File: src/rtl/tone_disc_pkg.sv
package tone_disc_pkg;

  typedef enum logic [1:0] {
    DEC_HOLD  = 2'd0,
    DEC_SHORT = 2'd1,
    DEC_LONG  = 2'd2
  } tdisc_dec_e;

  typedef enum logic {
    CLS_LOW  = 1'b0,
    CLS_HIGH = 1'b1
  } tdisc_cls_e;

  // Widest high half-period still accepted as the high-pitched band.
  function automatic int unsigned short_limit(input int unsigned clk_hz,
                                              input int unsigned band_hz);
    return clk_hz / (2 * band_hz);
  endfunction

  // Narrowest high half-period accepted as the low-pitched band (rounded up).
  function automatic int unsigned long_limit(input int unsigned clk_hz,
                                             input int unsigned band_hz);
    return (clk_hz + 2 * band_hz - 1) / (2 * band_hz);
  endfunction

  function automatic tdisc_dec_e classify(input int unsigned width,
                                          input int unsigned smax,
                                          input int unsigned lmin);
    if (width <= smax)      return DEC_SHORT;
    else if (width >= lmin) return DEC_LONG;
    else                    return DEC_HOLD;
  endfunction

endpackage

File: src/rtl/tdisc_sync.sv
module tdisc_sync #(
  parameter int unsigned STAGES  = 2,
  parameter logic        RST_VAL = 1'b0
) (
  input  logic clk,
  input  logic arst_n,
  input  logic d,
  output logic q
);

  logic [STAGES-1:0] stg_d;
  logic [STAGES-1:0] stg_q;

  for (genvar i = 0; i < STAGES; i++) begin : g_stage
    if (i == 0) begin : g_first
      assign stg_d[i] = d;
    end else begin : g_next
      assign stg_d[i] = stg_q[i-1];
    end
  end

  always_ff @(posedge clk or negedge arst_n) begin
    if (!arst_n) stg_q <= {STAGES{RST_VAL}};
    else         stg_q <= stg_d;
  end

  assign q = stg_q[STAGES-1];

endmodule

File: src/rtl/tdisc_width_ctr.sv
module tdisc_width_ctr #(
  parameter int unsigned CNT_W = 9
) (
  input  logic             clk,
  input  logic             arst_n,
  input  logic             lvl,
  output logic             pulse_done,
  output logic [CNT_W-1:0] pulse_w
);

  localparam logic [CNT_W-1:0] CNT_MAX = '1;

  logic             armed_q, armed_d;
  logic [CNT_W-1:0] cnt_q, cnt_d;
  logic             cnt_en;
  logic             counting;

  // Counting starts only after a low level has been seen, so a pulse in
  // progress at reset release is never measured.
  always_comb begin
    counting = lvl & armed_q;
    armed_d  = armed_q | ~lvl;
    cnt_en   = counting | (cnt_q != '0);
    if (counting) begin
      cnt_d = (cnt_q == CNT_MAX) ? cnt_q : cnt_q + 1'b1;
    end else begin
      cnt_d = '0;
    end
  end

  always_ff @(posedge clk or negedge arst_n) begin
    if (!arst_n) begin
      armed_q <= 1'b0;
      cnt_q   <= '0;
    end else begin
      armed_q <= armed_d;
      if (cnt_en) cnt_q <= cnt_d;
    end
  end

  assign pulse_done = ~lvl & (cnt_q != '0);
  assign pulse_w    = cnt_q;

endmodule

File: src/rtl/tdisc_classifier.sv
module tdisc_classifier
  import tone_disc_pkg::*;
#(
  parameter int unsigned CNT_W     = 9,
  parameter int unsigned SHORT_MAX = 111,
  parameter int unsigned LONG_MIN  = 313
) (
  input  logic             clk,
  input  logic             arst_n,
  input  logic             pulse_done,
  input  logic [CNT_W-1:0] pulse_w,
  output logic             cls_hi,
  output logic             cls_vld
);

  tdisc_dec_e dec;
  tdisc_cls_e cls_q, cls_d;
  logic       vld_q, vld_d;
  logic       upd_en;

  always_comb begin
    dec    = classify(32'(pulse_w), SHORT_MAX, LONG_MIN);
    upd_en = pulse_done;
    vld_d  = 1'b1;
    unique case (dec)
      DEC_SHORT: cls_d = CLS_HIGH;
      DEC_LONG:  cls_d = CLS_LOW;
      default:   cls_d = cls_q;
    endcase
  end

  always_ff @(posedge clk or negedge arst_n) begin
    if (!arst_n) begin
      cls_q <= CLS_LOW;
      vld_q <= 1'b0;
    end else if (upd_en) begin
      cls_q <= cls_d;
      vld_q <= vld_d;
    end
  end

  assign cls_hi  = (cls_q == CLS_HIGH);
  assign cls_vld = vld_q;

endmodule

File: src/rtl/tone_discriminator.sv
module tone_discriminator
  import tone_disc_pkg::*;
#(
  parameter int unsigned CLK_HZ      = 100_000_000,
  parameter int unsigned HI_BAND_HZ  = 4500,
  parameter int unsigned LO_BAND_HZ  = 1600,
  parameter int unsigned SYNC_STAGES = 2
) (
  input  logic clk,
  input  logic rst_n,
  input  logic tone_in,
  output logic tone_hi,
  output logic tone_vld
);

  localparam int unsigned SHORT_MAX = short_limit(CLK_HZ, HI_BAND_HZ);
  localparam int unsigned LONG_MIN  = long_limit(CLK_HZ, LO_BAND_HZ);
  localparam int unsigned CNT_W     = $clog2(LONG_MIN + 1);

  logic             rst_sync_n;
  logic             tone_s;
  logic             pulse_done;
  logic [CNT_W-1:0] pulse_w;

  tdisc_sync #(.STAGES(2), .RST_VAL(1'b0)) u_rst_sync (
    .clk    (clk),
    .arst_n (rst_n),
    .d      (1'b1),
    .q      (rst_sync_n)
  );

  // Synchronizer resets to 1 so a level already high at release reads as a
  // pulse in progress rather than a fresh rising edge.
  tdisc_sync #(.STAGES(SYNC_STAGES), .RST_VAL(1'b1)) u_in_sync (
    .clk    (clk),
    .arst_n (rst_sync_n),
    .d      (tone_in),
    .q      (tone_s)
  );

  tdisc_width_ctr #(.CNT_W(CNT_W)) u_ctr (
    .clk        (clk),
    .arst_n     (rst_sync_n),
    .lvl        (tone_s),
    .pulse_done (pulse_done),
    .pulse_w    (pulse_w)
  );

  tdisc_classifier #(
    .CNT_W     (CNT_W),
    .SHORT_MAX (SHORT_MAX),
    .LONG_MIN  (LONG_MIN)
  ) u_cls (
    .clk        (clk),
    .arst_n     (rst_sync_n),
    .pulse_done (pulse_done),
    .pulse_w    (pulse_w),
    .cls_hi     (tone_hi),
    .cls_vld    (tone_vld)
  );

endmodule

File: config.mk
export PLATFORM = sky130hd
export DESIGN_NAME = tone_discriminator
export DESIGN_NICKNAME = d
export VERILOG_FILES = /design/src/rtl/tone_disc_pkg.sv /design/src/rtl/tdisc_sync.sv /design/src/rtl/tdisc_width_ctr.sv /design/src/rtl/tdisc_classifier.sv /design/src/rtl/tone_discriminator.sv
export SDC_FILE = /design/constraint.sdc
export NUM_CORES = 1
export LEC_CHECK = 0
export BUFFER_PORTS_ARGS = -buffer_cell sky130_fd_sc_hd__buf_4
export CELL_PAD_IN_SITES_DETAIL_PLACEMENT = 0
export CELL_PAD_IN_SITES_GLOBAL_PLACEMENT = 1
export CORE_MARGIN = 1.5
export CORE_UTILIZATION = 40
export CTS_BUF_LIST = sky130_fd_sc_hd__clkbuf_16
export DETAILED_ROUTE_END_ITERATION = 10
export PLACE_DENSITY_LB_ADDON = 0.1
export SLEW_MARGIN = 20
export SYNTH_ARGS = -nofsm -noshare
export SYNTH_HDL_FRONTEND = slang
export SYNTH_SLANG_ARGS = --single-unit
export TNS_END_PERCENT = 10
File: constraint.sdc
create_clock -name clk -period 0.8 [get_ports clk]
set_clock_uncertainty 0.05 [all_clocks]
set_input_delay 0.04 -clock clk [delete_from_list [all_inputs] [get_ports clk]]
set_output_delay 0.04 -clock clk [all_outputs]
set_load 0.03 [all_outputs]
# Word level (Yosys, flattened, before mapping)
# Index checks and enable logic that the tools add are counted.
# classes
n_lt_le_gt_ge	2
add_sub_neg	1
bitwise	5
eq_ne	4
n_reduce_logical	4
n_mux	5
# op_table
cell	count
2-to-1 mux 15 bit	2
adder 15 x 1 -> 15 bit (second input constant)	1
equality test 15 bit (second input constant)	1
>= comparator 15 bit (second input constant)	1
less-or-equal comparator 15 x 14 -> 1 bit (second input constant)	1
nonzero test 15 bit	1
2-to-1 mux 2 bit	2
AND reduction 2 bit	2
AND 1 bit	2
equality test 2 x 1 -> 1 bit (second input constant)	1
equality test 2 bit (second input constant)	1
inequality test 2 bit (second input constant)	1
bitwise OR 1 bit	2
one-hot mux 1 bit (2 select lines)	1
nonzero test 2 bit	1
inverter 1 bit	1
# word_totals
reg_bits	22
input_bits	3

# Depth between registers and ports, before layout
# logic_depth
depth_word	6
ltp_mapped	7
depth_no_buf	6

# By module
# A second synthesis with hierarchy kept.
# hier_totals
hier_cells	130
area_unflattened_um2	1275.0
# by_module_without_submodules
mod	n_inst	cells_each	area_each_um2
tdisc_width_ctr	1	95	925.9
tdisc_classifier	1	30	242.7
tdisc_sync at u_in_sync	1	2	52.6
tdisc_sync at u_rst_sync	1	2	50.0
tone_discriminator	1	1	3.8

# Least setup slack after synthesis
# No wires, ideal clock.
# synth_timing
kind	reg2reg
start	register u_ctr.cnt_q[1] (netlist: u_ctr.pulse_w[1])
end	register u_ctr.cnt_q[9] (netlist: u_ctr.pulse_w[9])
setup_slack_ns	-0.846
t_arrival_ns	1.519
required_ns	0.672
setup_ns	0.078
period_less_slack_ns	1.646
stages_incl_launch_ff	6
path_cell_list	dfrtp_1 -> ha_1 -> nand4_1 -> nor4_1 -> or4_1 -> a21oi_1
# synth_between
elab_chain_cells	3
# synth_rtl
element	line	source
start: declaration	tdisc_width_ctr.sv:14	logic [CNT_W-1:0] cnt_q, cnt_d;
start signal: assignment	tdisc_width_ctr.sv:37	if (cnt_en) cnt_q <= cnt_d;
adder 15 x 1 -> 15 bit (tied with other cells)	tdisc_width_ctr.sv:25	cnt_d = (cnt_q == CNT_MAX) ? cnt_q : cnt_q + 1'b1;
2-to-1 mux 15 bit (tied with other cells)	tdisc_width_ctr.sv:25	
2-to-1 mux 15 bit or AND reduction 2 bit (tied branches)	n/a	
# Several ways; a longest one is shown, not always the timed one. The select of a mux whose other input is x is not followed.
# A chain may end at the register's enable or synchronous reset.

# Worst setup path after layout
# layout_timing
start	register u_ctr.cnt_q[1] (netlist: u_ctr.pulse_w[1])
end	register u_cls.cls_q (netlist: u_cls.cls_hi)
# layout_between
elab_chain_cells	6
# layout_rtl
element	line	source
>= comparator 15 bit	tone_disc_pkg.sv:30	else if (width >= lmin) return DEC_LONG;
2-to-1 mux 2 bit	tone_disc_pkg.sv:30	
2-to-1 mux 2 bit	tone_disc_pkg.sv:29	if (width <= smax) return DEC_SHORT;
equality test 2 x 1 -> 1 bit or equality test 2 bit (tied branches)	tdisc_classifier.sv:25	unique case (dec)
nonzero test 2 bit (no line)	n/a	
AND reduction 2 bit (no line)	n/a	
end signal: assignment	tdisc_classifier.sv:37	cls_q <= cls_d;
end: declaration	tdisc_classifier.sv:17	tdisc_cls_e cls_q, cls_d;
# Several ways; a longest one is shown, not always the timed one.

==> metrics.log <==
[metrics] routed len/inst: 15.51 um
[metrics] type of destination of the critical path: flop
[metrics] count of nets left with antenna violations after detail routing: 0
[metrics] most used cells in the layout excluding fill and tap cells: buf_4, dfrtp_1, o21ai_0, nor2_1
[metrics] critical path's slowest cell: dfrtp_2
[metrics] final design utilization: 63.82%
[metrics] gpl congestion: 0.8302
[metrics] # setup viols final: 20
[metrics] kind of start point of the critical path: flop
[metrics] area added between synthesis and finish: 47.24%
[metrics] count of maximum capacitance violations: 0
[metrics] first-pass GRT wire length: 5775 um
[metrics] fin crit period: 1.681 ns
[metrics] vias in the first global route: 1240
[metrics] detailed-routing iteration count for the pre-antenna-repair pass: 4
[metrics] max incr delay on CP: 0.44 ns
[metrics] CTS tree: yes
[metrics] post-DP HPWL: 2369 um
[metrics] smallest hold slack: 0.04145 ns
[metrics] total DRC errors in the routed layout: 0
[metrics] area of the core: 2829 sq um
[metrics] violated checks: negative setup slack
[metrics] GR Util All Layers: 22.79%
[metrics] highest net fanout along the worst path: 5
[metrics] Pwr per Cell Area: 1793 nW/um^2
[metrics] r2r endpoint: u_cls.cls_hi$_DFFE_PN0P_
[metrics] data required time of the critical path: 0.88 ns
[metrics] warnings from Yosys: 0
[metrics] Initial Util: 43.34%
[metrics] clock root buffer: clkbuf_16
[metrics] data arrival time of the worst path: 1.76 ns
[metrics] Diodes inserted: 0
[metrics] total via count after detailed routing: 1171
[metrics] starting DRC count in detailed routing: 24
[metrics] clock-pin slew of the registers on the worst-case setup and hold paths: 0.06 ns
[metrics] Num CTS Buffers: 3
[metrics] initial antenna violation count: 0
[metrics] Crit Reg-Reg Startpoint: u_ctr.pulse_w[1]$_DFFE_PN0P_
[metrics] Final Hold Viols: 0
[metrics] number of sinks driven by the clock tree: 22
[metrics] total non-filler cell area in the finished layout: 1805 sq um
[metrics] syn nets: 132
[metrics] placement-stage cell area: 1614 sq um
[metrics] via density per instance: 5.630
[metrics] clock latency of the later-clocked register in the worst-skew pair: 0.26 ns
[metrics] Post-Place Worst Slack: -0.9312 ns
[metrics] worst setup margin: -0.8807 ns
[metrics] number of cell rows: 19
[metrics] gate count after technology mapping: 126
[metrics] total power of the final layout: 3.237 mW
[metrics] number of cells traversed by the worst register-to-register path: 6
[metrics] buffer depth of the longest clock path: 2
[metrics] # nets final: 184
[metrics] fraction of layout instances using a drive strength above 1: 48.02%
[metrics] critical path class: reg -> reg
[metrics] setup_tns: -13.75 ns
[metrics] Seq/Total Area, Yosys: 45.10%
[metrics] maximum number of pins on one net before global-route repair: 21
[metrics] Cell variety after synth: 43
[metrics] die span in x: 58.37 um
[metrics] IR drop worst, VDD: 1.274 mV
[metrics] Max Clock Freq: 595.0 MHz
[metrics] CP cell instances: buf_4 -> ha_1 -> o41ai_1 -> a311o_1 -> o31ai_2 -> o31ai_1
[metrics] area of the mapped netlist: 1226 sq um
[metrics] max-slew violations: 0
[metrics] post-synthesis average cell area: 9.732 sq um
[metrics] Worst R2R Setup Slack: -0.88 ns
[metrics] share of the clock period used by the worst path: 210.1%
[metrics] setup repair after global routing missed its margin: yes
[metrics] total length of routed wires: 3226 um
[metrics] die area: 3406 sq um
[metrics] Hold Crit Class: in -> async
[metrics] Placed Instances: 201
[metrics] number of standard cells in the layout, taps in and fillers out: 208
[metrics] H-tree level count: 1
[metrics] most common cell after layout, fill and taps aside: buf_4
[metrics] port buffer count: 4
[metrics] number of I/O pins: 5
[metrics] Chip Height: 58.37 um
[metrics] leakage: 0.7605 nW
[metrics] status: complete, but fails checks
[metrics] Congestion Overflow GR: 0
[metrics] post-synthesis sequential element count: 22
## per-layer routing
metal | wire length (um) | part of all wire (%) | GRT usage [%]
met3 | 106 | 3.3 | 4.615
met4 | 67 | 2.1 | 10.30
met1 | 1493 | 46 | 29.92
met5 | 0 | 0 | 0
met2 | 1558 | 48 | 36.28
## logic make-up (layout without fill, tap and decap cells)
| logic type | Yosys count | count (layout) | share of synthesized area (%) |
|---|---|---|---|
| buffers and inverters | 10 | 61 | 4.592 |
| flip-flops | 22 | 22 | 45.10 |
| XOR/XNOR | 3 | 3 | 2.143 |
| AND/OR/NAND/NOR | 51 | 51 | 25.00 |
| multiplexers | 2 | 2 | 1.633 |
| AO/OA/AOI/OAI | 34 | 34 | 18.16 |
| adder cells (fa/ha/maj) | 3 | 3 | 3.062 |
| other | 1 | 1 | 0.3058 |
## power by group
group	switching (mW)	internal (mW)	leakage [nW]
combinational	0.416	0.406	0.451
clock	0.394	0.667	0.0423
sequential	0.142	1.21	0.267
## Yosys cell counts
cell | number | share of area [%]
nand2_2 | 1 | 0.51
conb_1 | 1 | 0.31
or4_1 | 2 | 1.2
nor4_1 | 4 | 2.0
or2_2 | 1 | 0.51
dfrtp_1 | 20 | 41
xnor2_1 | 2 | 1.4
nor3_1 | 2 | 0.82
o31ai_1 | 6 | 3.7
buf_6 | 1 | 0.92
and4_1 | 2 | 1.4
or2_1 | 1 | 0.51
mux2i_1 | 2 | 1.6
o21ai_0 | 9 | 3.7
o41ai_1 | 1 | 0.71
a31oi_1 | 1 | 0.51
o221a_2 | 1 | 0.92
o21bai_1 | 1 | 0.61
nor2_1 | 10 | 3.1
nand2b_1 | 2 | 1.0
o22a_1 | 1 | 0.71
a2111oi_0 | 1 | 0.71
nand3_4 | 1 | 1.4
or3_1 | 4 | 2.0
a311o_1 | 1 | 0.82
nand2_1 | 7 | 2.1
a21oi_1 | 8 | 3.3
xor2_1 | 1 | 0.71
buf_4 | 3 | 1.8
nand3_1 | 3 | 1.2
or3_4 | 1 | 0.92
and2_0 | 1 | 0.51
inv_1 | 4 | 1.2
and2_2 | 1 | 0.61
nor4_2 | 1 | 1.0
clkbuf_1 | 2 | 0.61
nor3b_1 | 1 | 0.61
o2111ai_1 | 1 | 0.71
ha_1 | 3 | 3.1
o211ai_1 | 3 | 1.8
nand4_1 | 5 | 2.6
dfstp_2 | 2 | 4.3
nand3_2 | 1 | 0.82
## sequential cells by signal (all words and copies together), names as in the netlist
signal,flops
u_rst_sync.stg_q,2
u_cls.cls_hi,1
u_in_sync.stg_q,2
u_ctr.pulse_w,15
u_cls.cls_vld,1
u_ctr.armed_q,1
## cell type report
cell class                 count  area, sq um
fill                         243         1023
multi-input combinational     94        685.7
sequential                    22        560.5
timing repair buffer          53        426.7
clock buffer                   3        75.07
tap                           31        38.79
inverter                       4        15.01
clock inverter                 1        3.754
## timing repair
item                                   4_1_cts  5_1_grt
setup endpoints to repair                   20       20
resized for setup                           18        8
hold buffers                                 2        0
cloned                                       0        0
pin swaps                                    9        2
endpoints found under the hold margin        3        0
buffers inserted                             1        0
## worst max-delay path by stage
stage	start	endpoint	slack, ns	cells after the start
5_1_grt	u_ctr.pulse_w[0]$_DFFE_PN0P_	u_ctr.pulse_w[13]$_DFFE_PN0P_	-0.97	5
4_1_cts	u_ctr.pulse_w[0]$_DFFE_PN0P_	u_ctr.pulse_w[13]$_DFFE_PN0P_	-0.89	4
2_1_floorplan	u_ctr.pulse_w[1]$_DFFE_PN0P_	u_ctr.pulse_w[9]$_DFFE_PN0P_	-0.84	4
3_3_place_gp	u_ctr.pulse_w[0]$_DFFE_PN0P_	u_ctr.pulse_w[9]$_DFFE_PN0P_	-0.89	5
3_5_place_dp	u_ctr.pulse_w[0]$_DFFE_PN0P_	u_ctr.pulse_w[5]$_DFFE_PN0P_	-0.93	6
6_report	u_ctr.pulse_w[1]$_DFFE_PN0P_	u_cls.cls_hi$_DFFE_PN0P_	-0.88	6
## critical path: cells and delay by family (launching register included)
family	cells	cell delay, ns
buf+inv	1	0.14
compound gates	4	0.79
flops	1	0.44
fa+ha+maj	1	0.14
Power figures use the tool's default switching activity.
